File: src/rtl/i2c_byte_master.sv
module i2c_byte_master #(
  parameter int QUARTER_MULT = 5
) (
  input  logic       clk,
  input  logic       rst_n,
  input  logic [3:0] bus_addr,
  input  logic       bus_wr,
  input  logic [7:0] bus_wdata,
  output logic [7:0] bus_rdata,
  output logic       irq,
  output logic       scl_drive_low,
  output logic       sda_drive_low,
  input  logic       sda_in
);

  localparam int CW = $clog2(QUARTER_MULT * 256 + 1);
  localparam logic [3:0] A_SADDR = 4'd0, A_CMD = 4'd1, A_DATA = 4'd2, A_PERIOD = 4'd3,
                         A_MASK = 4'd4, A_RAW = 4'd5, A_MIS = 4'd6, A_ICLR = 4'd7,
                         A_CFG = 4'd8;

  typedef enum logic [2:0] {PH_IDLE, PH_START, PH_ADDR, PH_DATA, PH_STOP} phase_t;

  logic [7:0] slave_q, data_q, period_q, shreg;
  logic       mask_q, raw_q, enable_q;
  logic       err_q, anack_q, dnack_q, arb_q, owned_q;
  logic       run_q, stop_q, sda_q;
  phase_t     ph;
  logic [1:0] qtr;
  logic [3:0] bitn;
  logic [CW-1:0] cnt;

  wire [CW-1:0] reload = CW'(QUARTER_MULT) * (CW'(period_q) + CW'(1)) - CW'(1);
  wire quarter_end = (cnt == '0);
  wire is_rx = slave_q[0];
  wire tx_now = (ph == PH_ADDR) || !is_rx;
  wire accept = bus_wr && (bus_addr == A_CMD) && enable_q && (ph == PH_IDLE);
  wire c_run = bus_wdata[0];
  wire c_start = bus_wdata[1];
  wire c_stop = bus_wdata[2];
  wire busy = (ph != PH_IDLE);
  wire idle = !busy && !owned_q;
  wire [7:0] status = {1'b0, owned_q, idle, arb_q, dnack_q, anack_q, err_q, busy};

  always_ff @(posedge clk or negedge rst_n) begin
    if (!rst_n) begin
      slave_q <= '0; data_q <= '0; period_q <= 8'd1; shreg <= '0;
      mask_q <= 1'b0; raw_q <= 1'b0; enable_q <= 1'b0;
      err_q <= 1'b0; anack_q <= 1'b0; dnack_q <= 1'b0; arb_q <= 1'b0; owned_q <= 1'b0;
      run_q <= 1'b0; stop_q <= 1'b0; sda_q <= 1'b0;
      ph <= PH_IDLE; qtr <= '0; bitn <= '0; cnt <= '0;
    end else begin
      if (bus_wr) begin
        case (bus_addr)
          A_SADDR:  slave_q <= bus_wdata;
          A_DATA:   data_q <= bus_wdata;
          A_PERIOD: period_q <= bus_wdata;
          A_MASK:   mask_q <= bus_wdata[0];
          A_ICLR:   if (bus_wdata[0]) raw_q <= 1'b0;
          A_CFG:    enable_q <= bus_wdata[4];
          default: ;
        endcase
      end

      if (accept) begin
        run_q <= c_run;
        stop_q <= c_stop;
        qtr <= '0;
        cnt <= reload;
        if (c_start) begin
          err_q <= 1'b0; anack_q <= 1'b0; dnack_q <= 1'b0; arb_q <= 1'b0;
          ph <= PH_START;
        end else if (owned_q) begin
          err_q <= 1'b0; anack_q <= 1'b0; dnack_q <= 1'b0;
          if (c_run) begin
            ph <= PH_DATA; shreg <= data_q; bitn <= '0;
          end else if (c_stop) begin
            ph <= PH_STOP;
          end
        end else begin
          err_q <= 1'b1;
        end
      end else if (busy) begin
        if (!quarter_end) begin
          cnt <= cnt - CW'(1);
        end else begin
          cnt <= reload;
          qtr <= qtr + 2'd1;
          case (ph)
            PH_START: begin
              if (qtr == 2'd0) sda_q <= 1'b0;
              if (qtr == 2'd2) sda_q <= 1'b1;
              if (qtr == 2'd3) begin
                owned_q <= 1'b1; ph <= PH_ADDR; shreg <= slave_q; bitn <= '0;
              end
            end
            PH_ADDR, PH_DATA: begin
              if (qtr == 2'd0) begin
                if (bitn < 4'd8) sda_q <= tx_now ? !shreg[7] : 1'b0;
                else             sda_q <= (ph == PH_DATA) && is_rx && !stop_q;
              end
              if (qtr == 2'd3) begin
                if (bitn < 4'd8) begin
                  if (tx_now && !sda_q && !sda_in) begin
                    arb_q <= 1'b1; err_q <= 1'b1; owned_q <= 1'b0;
                    sda_q <= 1'b0; ph <= PH_IDLE;
                  end else begin
                    shreg <= {shreg[6:0], sda_in};
                    bitn <= bitn + 4'd1;
                  end
                end else if (ph == PH_ADDR) begin
                  if (sda_in) begin
                    anack_q <= 1'b1; err_q <= 1'b1;
                    ph <= stop_q ? PH_STOP : PH_IDLE;
                  end else if (run_q) begin
                    ph <= PH_DATA; shreg <= data_q; bitn <= '0;
                  end else begin
                    ph <= stop_q ? PH_STOP : PH_IDLE;
                  end
                end else begin
                  raw_q <= 1'b1;
                  if (is_rx) data_q <= shreg;
                  else if (sda_in) begin
                    dnack_q <= 1'b1; err_q <= 1'b1;
                  end
                  ph <= stop_q ? PH_STOP : PH_IDLE;
                end
              end
            end
            PH_STOP: begin
              if (qtr == 2'd0) sda_q <= 1'b1;
              if (qtr == 2'd2) sda_q <= 1'b0;
              if (qtr == 2'd3) begin
                owned_q <= 1'b0; ph <= PH_IDLE;
              end
            end
            default: ;
          endcase
        end
      end
    end
  end

  assign scl_drive_low = (ph == PH_IDLE)  ? owned_q :
                         (ph == PH_START) ? (owned_q && (qtr < 2'd2)) :
                                            (qtr < 2'd2);
  assign sda_drive_low = sda_q;
  assign irq = raw_q & mask_q;

  always_comb begin
    case (bus_addr)
      A_SADDR:  bus_rdata = slave_q;
      A_CMD:    bus_rdata = status;
      A_DATA:   bus_rdata = data_q;
      A_PERIOD: bus_rdata = period_q;
      A_MASK:   bus_rdata = {7'b0, mask_q};
      A_RAW:    bus_rdata = {7'b0, raw_q};
      A_MIS:    bus_rdata = {7'b0, raw_q & mask_q};
      A_CFG:    bus_rdata = {3'b0, enable_q, 4'b0};
      default:  bus_rdata = 8'h00;
    endcase
  end

endmodule

File: config.mk
export PLATFORM = sky130hd
export DESIGN_NAME = i2c_byte_master
export DESIGN_NICKNAME = d
export VERILOG_FILES = /design/src/rtl/i2c_byte_master.sv
export SDC_FILE = /design/constraint.sdc
export NUM_CORES = 1
export LEC_CHECK = 0
export ABC_CLOCK_PERIOD_IN_PS = 4200
export CORE_AREA = 2 2 93 95
export CTS_BUF_LIST = sky130_fd_sc_hd__clkbuf_16
export DETAILED_ROUTE_END_ITERATION = 6
export DIE_AREA = 0 0 95 97
export PLACE_DENSITY = 0.72
export SYNTH_ARGS = -nofsm -noshare
export SYNTH_HDL_FRONTEND = slang
export SYNTH_SLANG_ARGS = --single-unit
File: constraint.sdc
create_clock -name clk -period 4.2 [get_ports clk]
set_clock_uncertainty 0.1 [all_clocks]
set_input_delay 0.63 -clock clk [delete_from_list [all_inputs] [get_ports clk]]
set_output_delay 0.63 -clock clk [all_outputs]
set_load 0.01 [all_outputs]
==> results.md <==
- Vias in the first global route: 3711
- DIE HEIGHT: approximately 97 um
- Critical path origin: period_q[0]$_DFFE_PN1P_
- Area delta synth->final: 14.9%
- First-pass GRT wire length: between 15 and 20 mm
- Root Buffer: clkbuf_16
- Outcome: complete, no violations
- Setup bufs post-CTS: 0
- Fin. Hold Viols: 0
- Largest net degree at the start of global routing: 41
- Tot Pwr: just under 3 mW
- Unrepaired setup endpoints after global routing: no
- Num CTS Buffers: 9
- Sequential share of the synthesized area: 35.6%
- Final critical-path required period: roughly 3.6 ns
- DRT iter0 DRCs: between 200 and 250
- Synth unique cells: 69
- Highest-delay cell along the critical path: dfstp_2
- Post_cts resized: 0
- Dpl hpwl: a little over 8 mm
- Fin. max-slew vios: 0
- Routed vias/inst: between 6 and 7
- Post-synthesis register bit count: between 60 and 70
- Critical Path RT: between 4 and 5 ns
- Antenna diodes: 0
- Final Setup Violations: 0
- Critical path cell sequence: ha_1, nand3_1, xor2_1, fa_1, inv_1, ha_1, o21a_1, o31a_1, or4_1, a31oi_1, xor2_1, o21ai_0
- Fin nets: 556
- Layout cell share with drive strength beyond 1: a little under an eighth
- Worst-path maximum fanout: 8
- Most common cell after layout, fill and taps aside: nand2_1
- Hold Path Class: primary input to async pin
- Post-route ant nets: 0
- Yosys warnings: 0
- First-pass DRT Iterations: 5
- DRT Wirelength: 11.1 mm
- Htree depth: 3
- Worst skew pair latency: ~0.33 ns
- Synth Cell Area: 4430 um^2
- Worst r2r src: period_q[0]$_DFFE_PN1P_
- Layout fillers: between 600 and 700
- WL/cell: 17.7 um
- Final global-route overflow total: 0
- Clock sinks: 63
- Post-DP Area: 4750 um^2
- Synthesized Nets: 536
- Post-layout instance area: 5090 um^2
- Hold_buf cts: 0
- Core footprint: around 8000 um^2
- Final period utilization: 86.2%
- Setup TNS: 0 ns
- PortBufs: 26
- VDD IR max: between 0.4 and 0.5 mV
- Vias: about 3800
- Max Cap Viol: 0
- Number of flops mapped to enable cells by yosys: 0
- Synth async-reset ratio: 100%
- Crit path launch type: flop
- Slew margin rel.: about two fifths
- PD cells: roughly 570 nW/um^2
- CTS tree: done
- LEAKAGE: between 2 and 2.5 nW
- Max stage delay on crit path: between 0.6 and 0.7 ns
- DRC: 0
- Initial antenna violation count: 0
- Io pins: 27
- Clk buf depth: 2
- Site Rows: 33
- Die width: about 95 um
- Starting density of the core: 54.5%
- Hold WS: ~0.34 ns
- Avg Inst Size Synth: ~8.9 um^2
- Kind of critical path: flop to flop
- Most frequent cells in the layout: nand2_1 (72), dfrtp_1 (62), o21ai_0 (37)
- Worst Path Arrival: roughly 3.7 ns
- Main synth FF type: dfrtp_1
- Highest Clock Rate: 276 MHz
- CP Capture Type: flop
- Worst-margin pin slew: just over 0.9 ns
- Mapped Cells: roughly 500
- GRT Overall Usage: 25.8%
- Worst-path clk slew: about 0.060 ns
- Routability Congestion: just under 0.9
- Die ar.: 9220 um^2
## worst max-delay path: cells and delay by family, from the launching register on
kind	cells	cell delay (ns)
adders and majority gates	3	1.03
DFF	1	0.61
xor gates and xnor gates	2	0.60
AOI/OAI and AO/OA	4	0.56
and+or+nand+nor	2	0.54
buffers and inverters	1	0.07
## sequential cells by signal, indices dropped and copies added, names as in the netlist
register / cells
anack_q: 1
arb_q: 1
bitn: 4
cnt: 11
data_q: 8
dnack_q: 1
enable_q: 1
err_q: 1
mask_q: 1
owned_q: 1
period_q: 8
ph: 3
qtr: 2
raw_q: 1
run_q: 1
sda_drive_low: 1
shreg: 8
slave_q: 8
stop_q: 1
## final timing paths
path	end	slack, ns	cells after the start
max in group asynchronous	period_q[0]$_DFFE_PN1P_	2.75	2
setup / recovery	cnt[9]$_DFFE_PN0N_	0.58	12
min in group clk	run_q$_DFFE_PN0P_	0.39	2
hold / removal	bitn[1]$_DFFE_PN0P_	0.34	1
hold reg to reg	run_q$_DFFE_PN0P_	0.39	2
setup reg to reg	cnt[9]$_DFFE_PN0N_	0.58	12
## final cells by class
| cell class | instances | area [um^2] | share of cell area [%] |
|---|---|---|---|
| repair buffers | 32 | 300 | 5.90 |
| inverters | 23 | 86.3 | 1.69 |
| flip-flops and latches | 63 | 1580 | 31.0 |
| clock inverters | 7 | 121 | 2.38 |
| multi-input cells | 388 | 2650 | 52.1 |
| well taps | 105 | 131 | 2.58 |
| clock buffers | 9 | 225 | 4.42 |
## stage by stage
step	instances	util, %	setup WS, ns
finish	627	62.6	0.578
detailed placement	611	58.4	0.559
global route	627	62.6	0.285
floorplan	497	-	0.864
CTS	627	62.6	0.551
global placement	611	58.4	0.679
## power by group
group | total (mW) | internal, mW | leakage (nW) | switching [mW]
combinational | 1.16 | 0.543 | 1.30 | 0.618
clock | 0.863 | 0.581 | 0.170 | 0.282
sequential | 0.879 | 0.726 | 0.769 | 0.153
total | 2.90 | 1.85 | 2.23 | 1.05
## logic make-up after synthesis
family / after synthesis / synth area share, %
buf+inv: 46 / 4.57
compound gates: 124 / 17.3
fa+ha+maj: 23 / 7.00
simple gates: 187 / 21.6
xor+xnor: 18 / 3.56
mux: 36 / 10.4
flops: 63 / 35.6
## Yosys cell counts, types with 7 or more instances
| master | instances | area share (%) |
|---|---|---|
| nor3_1 | 12 | 1.4 |
| o21ai_1 | 11 | 1.2 |
| inv_1 | 23 | 1.9 |
| nor2b_1 | 10 | 1.4 |
| xnor2_1 | 8 | 1.6 |
| o21ai_0 | 37 | 4.2 |
| nor2_1 | 30 | 2.5 |
| nand2_1 | 72 | 6.1 |
| mux2i_1 | 10 | 2.3 |
| ha_1 | 20 | 5.6 |
| xor2_1 | 10 | 2.0 |
| nand2b_1 | 7 | 0.99 |
| dfrtp_1 | 62 | 35 |
| clkbuf_1 | 11 | 0.93 |
| mux2_2 | 18 | 4.6 |
| nand3_1 | 13 | 1.5 |
| a21oi_1 | 31 | 3.5 |
## metal layers
layer	part of all wire, %	track usage, %
met2	48	41.5
met4	1.6	6.80
met3	5.7	4.44
met1	44	35.9
met5	0	0
Note: power is estimated with default switching activity, not from simulation.
